`src/rtl/ssa_pkg.sv`:
```
package ssa_pkg;
  typedef enum logic [1:0] {
    SEL_CFG  = 2'd0,
    SEL_KEY  = 2'd1,
    SEL_FLAG = 2'd2,
    SEL_NONE = 2'd3
  } wsel_e;

  typedef enum logic [1:0] {
    WP_LOCKED = 2'd0,
    WP_HALF   = 2'd1,
    WP_OPEN   = 2'd2
  } wp_state_e;

  localparam int KEY_W = 8;
  localparam logic [KEY_W-1:0] KEY_FIRST  = 8'hCA;
  localparam logic [KEY_W-1:0] KEY_SECOND = 8'h53;
endpackage

```
`src/rtl/ssa_rst_sync.sv`:
```
module ssa_rst_sync #(
  parameter int STAGES = 2
) (
  input  logic clk,
  input  logic arst_n,
  output logic srst_n
);
  logic [STAGES-1:0] sync_q;

  always_ff @(posedge clk or negedge arst_n) begin
    if (!arst_n) sync_q <= '0;
    else         sync_q <= {sync_q[STAGES-2:0], 1'b1};
  end

  assign srst_n = sync_q[STAGES-1];
endmodule

```
`src/rtl/ssa_wprot.sv`:
```
module ssa_wprot
  import ssa_pkg::*;
(
  input  logic             clk,
  input  logic             rst_n,
  input  logic             key_we,
  input  logic [KEY_W-1:0] key_data,
  output logic             unlocked
);
  wp_state_e st_q, st_d;

  always_comb begin
    st_d = st_q;
    if (key_we) begin
      if (key_data == KEY_FIRST)                             st_d = WP_HALF;
      else if (st_q == WP_HALF && key_data == KEY_SECOND)    st_d = WP_OPEN;
      else                                                   st_d = WP_LOCKED;
    end
  end

  always_ff @(posedge clk or negedge rst_n) begin
    if (!rst_n) st_q <= WP_LOCKED;
    else        st_q <= st_d;
  end

  assign unlocked = (st_q == WP_OPEN);
endmodule

```
`src/rtl/ssa_cfg_reg.sv`:
```
module ssa_cfg_reg #(
  parameter int SS_W     = 15,
  parameter int MASK_W   = 4,
  parameter int DATA_W   = 32,
  parameter int MASK_LSB = 24
) (
  input  logic              clk,
  input  logic              rst_n,
  input  logic              we,
  input  logic [MASK_W-1:0] wmask,
  input  logic [SS_W-1:0]   wmatch,
  output logic [MASK_W-1:0] mask,
  output logic [SS_W-1:0]   match,
  output logic [DATA_W-1:0] rdata
);
  localparam int GAP_W = MASK_LSB - SS_W;
  localparam int TOP_W = DATA_W - MASK_LSB - MASK_W;

  logic [MASK_W-1:0] mask_q, mask_d;
  logic [SS_W-1:0]   match_q, match_d;

  always_comb begin
    mask_d  = mask_q;
    match_d = match_q;
    if (we) begin
      mask_d  = wmask;
      match_d = wmatch;
    end
  end

  always_ff @(posedge clk or negedge rst_n) begin
    if (!rst_n) begin
      mask_q  <= '0;
      match_q <= '0;
    end else begin
      mask_q  <= mask_d;
      match_q <= match_d;
    end
  end

  assign mask  = mask_q;
  assign match = match_q;
  assign rdata = {{TOP_W{1'b0}}, mask_q, {GAP_W{1'b0}}, match_q};
endmodule

```
`src/rtl/ssa_match.sv`:
```
module ssa_match #(
  parameter int SS_W   = 15,
  parameter int MASK_W = 4
) (
  input  logic              clk,
  input  logic              rst_n,
  input  logic [MASK_W-1:0] mask,
  input  logic [SS_W-1:0]   match,
  input  logic [SS_W-1:0]   cnt,
  input  logic              sec_tick,
  input  logic              fields_match,
  input  logic              flag_clr,
  output logic              pulse,
  output logic              flag
);
  logic [SS_W-1:0] cmp_sel;
  logic            ss_eq, hit, rise;
  logic            hit_q, hit_d, pulse_q, pulse_d, flag_q, flag_d;

  // bit i takes part when the mask value exceeds i
  for (genvar i = 0; i < SS_W; i++) begin : g_sel
    assign cmp_sel[i] = (mask > MASK_W'(i));
  end

  always_comb begin
    ss_eq   = (((cnt ^ match) & cmp_sel) == '0);
    hit     = fields_match & ((mask == '0) ? sec_tick : ss_eq);
    rise    = hit & ~hit_q;
    hit_d   = hit;
    pulse_d = rise;
    flag_d  = rise | (flag_q & ~flag_clr);
  end

  always_ff @(posedge clk or negedge rst_n) begin
    if (!rst_n) begin
      hit_q   <= 1'b0;
      pulse_q <= 1'b0;
      flag_q  <= 1'b0;
    end else begin
      hit_q   <= hit_d;
      pulse_q <= pulse_d;
      flag_q  <= flag_d;
    end
  end

  assign pulse = pulse_q;
  assign flag  = flag_q;
endmodule

```
`src/rtl/ssalarm_cmp.sv`:
```
module ssalarm_cmp
  import ssa_pkg::*;
#(
  parameter int SS_W     = 15,
  parameter int MASK_W   = 4,
  parameter int DATA_W   = 32,
  parameter int MASK_LSB = 24
) (
  input  logic              clk,
  input  logic              rst_bkp_n,
  input  logic              rst_sys_n,
  input  logic              wr_en,
  input  logic [1:0]        wr_sel,
  input  logic [DATA_W-1:0] wr_data,
  input  logic              alm_wr_allow,
  input  logic              init_mode,
  input  logic [SS_W:0]     ss_cnt,
  input  logic              sec_tick,
  input  logic              fields_match,
  output logic [DATA_W-1:0] cfg_rdata,
  output logic              wp_unlocked,
  output logic              alarm_pulse,
  output logic              alarm_flag
);
  logic              bkp_rst_n, sys_rst_n;
  logic              cfg_we, key_we, flag_clr;
  logic [MASK_W-1:0] mask;
  logic [SS_W-1:0]   match;
  wsel_e             sel;
  logic              unused_bits;

  assign unused_bits = ^{wr_data[DATA_W-1:MASK_LSB+MASK_W],
                         wr_data[MASK_LSB-1:SS_W], ss_cnt[SS_W]};

  ssa_rst_sync #(.STAGES(2)) u_bkp_sync (
    .clk(clk), .arst_n(rst_bkp_n), .srst_n(bkp_rst_n));
  ssa_rst_sync #(.STAGES(2)) u_sys_sync (
    .clk(clk), .arst_n(rst_sys_n), .srst_n(sys_rst_n));

  always_comb begin
    sel      = wsel_e'(wr_sel);
    key_we   = wr_en && (sel == SEL_KEY);
    cfg_we   = wr_en && (sel == SEL_CFG) && wp_unlocked && (alm_wr_allow || init_mode);
    flag_clr = wr_en && (sel == SEL_FLAG) && !wr_data[0];
  end

  ssa_wprot u_wprot (
    .clk(clk), .rst_n(sys_rst_n), .key_we(key_we),
    .key_data(wr_data[KEY_W-1:0]), .unlocked(wp_unlocked));

  ssa_cfg_reg #(.SS_W(SS_W), .MASK_W(MASK_W), .DATA_W(DATA_W), .MASK_LSB(MASK_LSB)) u_cfg (
    .clk(clk), .rst_n(bkp_rst_n), .we(cfg_we),
    .wmask(wr_data[MASK_LSB+MASK_W-1:MASK_LSB]), .wmatch(wr_data[SS_W-1:0]),
    .mask(mask), .match(match), .rdata(cfg_rdata));

  ssa_match #(.SS_W(SS_W), .MASK_W(MASK_W)) u_match (
    .clk(clk), .rst_n(sys_rst_n), .mask(mask), .match(match),
    .cnt(ss_cnt[SS_W-1:0]), .sec_tick(sec_tick), .fields_match(fields_match),
    .flag_clr(flag_clr), .pulse(alarm_pulse), .flag(alarm_flag));
endmodule

```
`config.mk`:
```
export PLATFORM = sky130hd
export DESIGN_NAME = ssalarm_cmp
export DESIGN_NICKNAME = d
export VERILOG_FILES = /design/src/rtl/ssa_pkg.sv /design/src/rtl/ssa_rst_sync.sv /design/src/rtl/ssa_wprot.sv /design/src/rtl/ssa_cfg_reg.sv /design/src/rtl/ssa_match.sv /design/src/rtl/ssalarm_cmp.sv
export SDC_FILE = /design/constraint.sdc
export NUM_CORES = 1
export LEC_CHECK = 0
export CAP_MARGIN = 40
export CORE_ASPECT_RATIO = 1.1
export CORE_MARGIN = 3
export CORE_UTILIZATION = 25
export DETAILED_ROUTE_END_ITERATION = 10
export PLACE_DENSITY = 0.6
export SYNTH_ARGS = -nofsm -noshare
export SYNTH_HDL_FRONTEND = slang
export SYNTH_SLANG_ARGS = --single-unit
```
`constraint.sdc`:
```
create_clock -name clk -period 0.9 [get_ports clk]
set_input_delay 0.135 -clock clk [delete_from_list [all_inputs] [get_ports clk]]
set_output_delay 0.135 -clock clk [all_outputs]
set_load 0.01 [all_outputs]
```
==> results.cfg, run 1 <==
[clock_network]
worstSkewPairLatency_ns = 0.27
clk_pin_slew_ns = 0.09
cts_buffers = 3
cts_tree = done
htree_num_levels = 1
clock_sinks = 28
clock_path_buffers = 2
clock-root-buffer = clkbuf_8
cts_hold_buf = 0

[timing]
fin_hold_ws_ns = 0.006554
worst_slack_ns = -0.6533
period_minus_slack_ns = 1.553
fin_crit_sh = 1.726
fmax_ghz = 0.6438
maxSlewViolCount = 0
finalSetupTns_ns = -17.27
rsz0062_at_grt = true
setup_viol = 45
finalClockSkew_ns = 0.007333
hold_viol_final = 0

[synthesis]
yosysWarnings = 0
syn_area_per_cell_um2 = 11.30
synth.area.top_cells = dfrtp_1 47%, mux2_2 13%, xnor2_1 8.2%
synth_edf_count = 0
ys_seq_area_frac = 0.4663
ys.flop_type = dfrtp_1
yosys.area.top_type_share = 0.4663
yosysMostFrequentCell = dfrtp_1
synth_area_um2 = 1503
yosysTopAreaCell = dfrtp_1
yosysUniqueCellTypes = 31
ys_ff_latch = 28
async_flop_share = 1.000
syn_inst = 133
yosys-top-cells-count = 28 x dfrtp_1, 17 x mux2_2, 14 x xnor2_1

[critical_path]
arrival_ns = 1.71
reg2reg_slack_ns = -0.65
r2r_end = u_match.hit_q
crit_chain = or4_4, o211ai_1, nor4_2, o221ai_2, a21boi_1
cp_slowest_cell = or4_4
worst_r2r_path_depth = 5
cp_num_buf_inv = 0
required_ns = 1.06
crit-reg2reg-launch = u_cfg.mask[1]
crit_path_end_kind = flip-flop
crit_fanout = 6
path_delay_family = simple AND/OR/NAND/NOR gates
startpoint_type = flip-flop
critPathMaxStageDelay_ns = 0.54
path_depth = 5
startpoint = u_cfg.mask[1]
cp-endpoint = u_match.hit_q
worstSetupPathType = flip-flop to flip-flop

[floorplan]
io_pins = 93
core_um2 = 5605
rows = 28
chipWidth_um = 79.92
dieArea_um2 = 6978
initial_utilization = 0.2681
die_h_um = 87.32

[route]
routed_wl_mm = 4.441
met2_length_mm = 2.208
wl_met3_um = 244
route.layer.met1.wl_mm = 1.944
drt-pass1-iter-count = 4
drt_iter0_drc = 27
num_vias = 1415
topRoutingLayerUsed = met4
vias_per_cell = 4.275
route.detailed.drc = 0
routedWlPerCell_um = 13.42
ant_nets = 0

[power_and_ir_drop]
swShare = 0.2222
combPwrFrac = 0.156
pwr-share-clk = 0.291
power.internal_uw = 1798
switchingPower_uw = 513.7
powerDensity_nw_per_um2 = 771.9
power_frac_seq = 0.553
p_leak_uw = 0.001354
ir_worst_vdd_mv = 0.4329

[place]
place_ws_ns = -0.8217
hpwl_mm = 3.046
gp_congestion = 0.7123
placed_area_um2 = 2526
port_buffers = 65

[grt]
antenna_found_initial = 0
grtUsageTotal = 0.1125
grt_pass1_vias = 1333
grt_first_pass_wirelength_mm = 6.023
grt_start_max_net_pins = 21
grt-ovfl-total = 0

[status]
violations = negative setup slack
status = finished, violations left

[final_layout]
antenna_cells = 0
syn_to_final_growth_pct = 99.25
drive_gt1_frac = 0.5117
layout.nets = 316
stdcell_area_um2 = 2994

[job]
drv_cap = 0

[hold_path]
hold_class = input port to asynchronous set/reset pin
[how the worst min path moves through the flow]
stage,cells after the start,slack [ns],startpoint,end
global route,1,0.006,rst_sys_n,u_sys_sync.sync_q[1]
finish,1,0.007,rst_sys_n,u_sys_sync.sync_q[0]
global placement,0,0.08,u_sys_sync.sync_q[1],u_match.pulse
CTS,1,0.006,rst_sys_n,u_sys_sync.sync_q[0]
floorplan,0,-0.16,rst_bkp_n,u_bkp_sync.sync_q[0]
detailed placement,0,0.09,u_sys_sync.sync_q[1],u_match.pulse
[power groups by stage]
stage | logic [µW] | registers [µW] | clock network [µW]
floorplan | 130 | 1310 | 0
global placement | 361 | 1300 | 0
detailed placement | 362 | 1300 | 0
CTS | 355 | 1280 | 692
global route | 391 | 1280 | 734
finish | 360 | 1280 | 674
[flip-flops by register name, summed over array words and instances (netlist names)]
name / count
u_cfg.match: 15
u_cfg.mask: 4
u_bkp_sync.sync_q: 2
u_sys_sync.sync_q: 2
u_wprot.st_q: 2
u_match.flag: 1
u_match.hit_q: 1
u_match.pulse: 1
[cell families after synthesis]
family,share of synthesized area
buffers and inverters,0.09991
DFF,0.4663
xor gates and xnor gates,0.08743
other,0.004998
AOI/OAI and AO/OA,0.07992
and+or+nand+nor,0.1266
muxes,0.1349
[metal layers]
metal | GRT usage | up-vias
met3 | 0.01967 | 4
met1 | 0.1446 | 673
met4 | 0.03687 | 0
li1 | - | 689
met2 | 0.1905 | 49
met5 | 0 | -
[through the flow]
stage,cells,power (µW),util
after detailed placement,305,1666,0.4507
after global placement,305,1664,0.4507
after floorplan,146,1445,-
after global routing,331,2405,0.5342
after CTS,312,2326,0.4790
final,331,2311,0.5342
[cells in the final DEF (no fill, tap or decap), types with 3 or more instances in the layout]
cell type         n
clkbuf_8          3
conb_1           15
dlygate4sd2_1     5
xnor2_1          14
dfrtp_1          24
nor2_1            3
buf_2             3
nand2_1           4
clkdlybuf4s50_1  37
buf_6            50
mux2_4           18
dfrtp_2           4
o21ai_1           5
a21oi_2           3
buf_4            27
[worst register-to-register path: stages, from the launching register on]
cell and delay (ns):
dfrtp_2 0.48, or4_4 0.54, o211ai_1 0.13, nor4_2 0.08, o221ai_2 0.10, a21boi_1 0.11
[layout make-up]
type,instances,area [µm²]
tap,75,93.84
timing repair buffer,126,1277
inverter,1,6.256
fill,516,2611
multi-input combinational,98,869.6
clock buffer,3,41.29
sequential,28,705.7
[repair_timing]
item	4_1_cts	5_1_grt
setup endpoints to repair	46	46
resized for setup	136	44
setup buffers	7	21
cloned	0	3
pin swaps	5	12
Note: power is estimated with default switching activity, not from simulation.
==> run 2: changes to the inputs <==
PLACE_DENSITY = 0.65   (was 0.6)
==> run 2 against run 1 <==
  * The flow still finishes with violations (negative setup slack)
  * Total power up 14%
  * Sequential share of layout area up 0.34 points
  * Routed wire length up 1.6%
  * Count of clock-buffer cells in the layout unchanged
  * Critical path depth unchanged
  * Sequential power about the same
  * Maximum frequency up 0.50%
  * Combinational power down 1%
  * Via count about the same
  * Die area unchanged
  * Largest cell class unchanged
  * Highest routed layer unchanged
==> results.cfg, run 2 (synthesis gave the netlist of run 1 again) <==
[place]
port_buffers = 65
gp_congestion = 0.7085
hpwl_mm = 3.061

[hold_path]
hold_class = input port to asynchronous set/reset pin

[final_layout]
largest_reg_flops = 15
layout_commonest_cell = buf_6
layout_common_cells = 46 x buf_6, 36 x clkdlybuf4s50_1, 25 x buf_4
final-seq-area_um2 = 705.7
antenna_cells = 0
multi_input_comb_area_um2 = 835.8
drive_gt1_frac = 0.4841
syn_to_final_growth_pct = 96.42
layout.nets = 311
n_fill_cell = 533

[timing]
period_minus_slack_ns = 1.546
hold_viol_final = 0
fmax_ghz = 0.6470
finalClockSkew_ns = 0.007331
fin_crit_sh = 1.717
maxSlewViolCount = 0
setup_viol = 45
fin_hold_ws_ns = 0.009107
worst_slack_ns = -0.6456
rsz0062_at_grt = true

[critical_path]
crit_path_end_kind = flip-flop
startpoint_type = flip-flop
worstSetupPathType = flip-flop to flip-flop
arrival_ns = 1.70
required_ns = 1.06
startpoint = u_cfg.mask[1]
crit_fanout = 6
crit-reg2reg-launch = u_cfg.mask[1]

[grt]
grt_start_max_net_pins = 21
grtUsageTotal = 0.1230
grt_pass1_vias = 1456
grt_first_pass_wirelength_mm = 6.665
grt-ovfl-total = 0
antenna_found_initial = 0

[power_and_ir_drop]
ir_worst_vdd_mv = 0.5983
p_leak_uw = 0.001336
powerDensity_nw_per_um2 = 893.6
finalPower_uw = 2638

[clock_network]
htree_num_levels = 1
clock_sinks = 28
clock-root-buffer = clkbuf_8
cts_buffers = 3
worstSkewPairLatency_ns = 0.28
cts_tree = done
clk_pin_slew_ns = 0.10
clock_path_buffers = 2

[floorplan]
core_um2 = 5605
rows = 28
initial_utilization = 0.2681
dieArea_um2 = 6978
chipWidth_um = 79.92
die_h_um = 87.32
io_pins = 93

[status]
violations = negative setup slack
status = finished, violations left

[route]
drt-pass1-iter-count = 2
vias_per_cell = 4.324
routed_wl_mm = 4.512
routedWlPerCell_um = 13.80
ant_nets = 0
route.detailed.drc = 0
drt_iter0_drc = 40
num_vias = 1414

[job]
drv_cap = 0
[run 2: per-layer routing]
layer,up-vias,share of wire,track usage
li1,675,-,-
met1,682,0.41,0.1544
met2,51,0.51,0.2078
met3,6,0.061,0.02692
met4,0,0.019,0.04147
met5,-,0,0
[run 2: path summary, 6_finish.rpt]
path	endpoint	slack [ns]	cells after the start
max in group asynchronous	u_bkp_sync.sync_q[0]	0.22	2
worst min register to register	u_match.pulse	0.09	0
worst max register to register	u_match.pulse	-0.65	5
worst min-delay path	u_sys_sync.sync_q[1]	0.009	1
worst max-delay path	u_match.pulse	-0.65	5
min in group clk	u_wprot.st_q[1]	0.23	4
[run 2: timing repair]
item | 4_1_cts | 5_1_grt
endpoints found under the hold margin | 2 | 0
resized for setup | 144 | 26
setup buffers | 16 | 16
hold buffers | 1 | 0
pin swaps | 13 | 10
gates cloned | 0 | 3
endpoints found under the setup margin | 46 | 46
[run 2: power breakdown]
group | total (µW) | switching, µW | internal, µW
Clock | 1000 | 408 | 596
Sequential | 1280 | 7.98 | 1270
Combinational | 356 | 131 | 225
[run 2: metrics by stage]
step	setup TNS [ns]	utilization	setup WS [ns]	instances	instance area, µm²
after global routing	-19.04	0.5266	-0.7271	327	2952
after CTS	-16.44	0.4888	-0.6425	315	2740
after detailed placement	-23.27	0.4453	-0.8423	301	2496
after floorplan	-11.82	-	-0.6126	146	1643
after global placement	-22.64	0.4453	-0.8054	301	2496
final	-16.86	0.5266	-0.6456	327	2952
[run 2: area by class of cell]
class,instances,area share
timing repair buffer,121,0.4205
multi-input combinational,98,0.2832
sequential,28,0.2391
tap,75,0.03179
clock buffer,3,0.01399
clock inverter,1,0.01017
inverter,1,0.001272
[run 2: critical path, cell delays in order, from the launching register on]
cell	delay [ns]
dfrtp_2	0.48
or4_4	0.54
o211ai_1	0.12
nor4_2	0.08
o221ai_2	0.09
a21oi_1	0.11
==> run 3: changes to the inputs <==
CTS_CLUSTER_SIZE = 40   (was unset)
GPL_ROUTABILITY_DRIVEN = 0   (was unset)
==> results of run 3 <==
No change in the layout: final DEF, timing and power equal those of run 2.
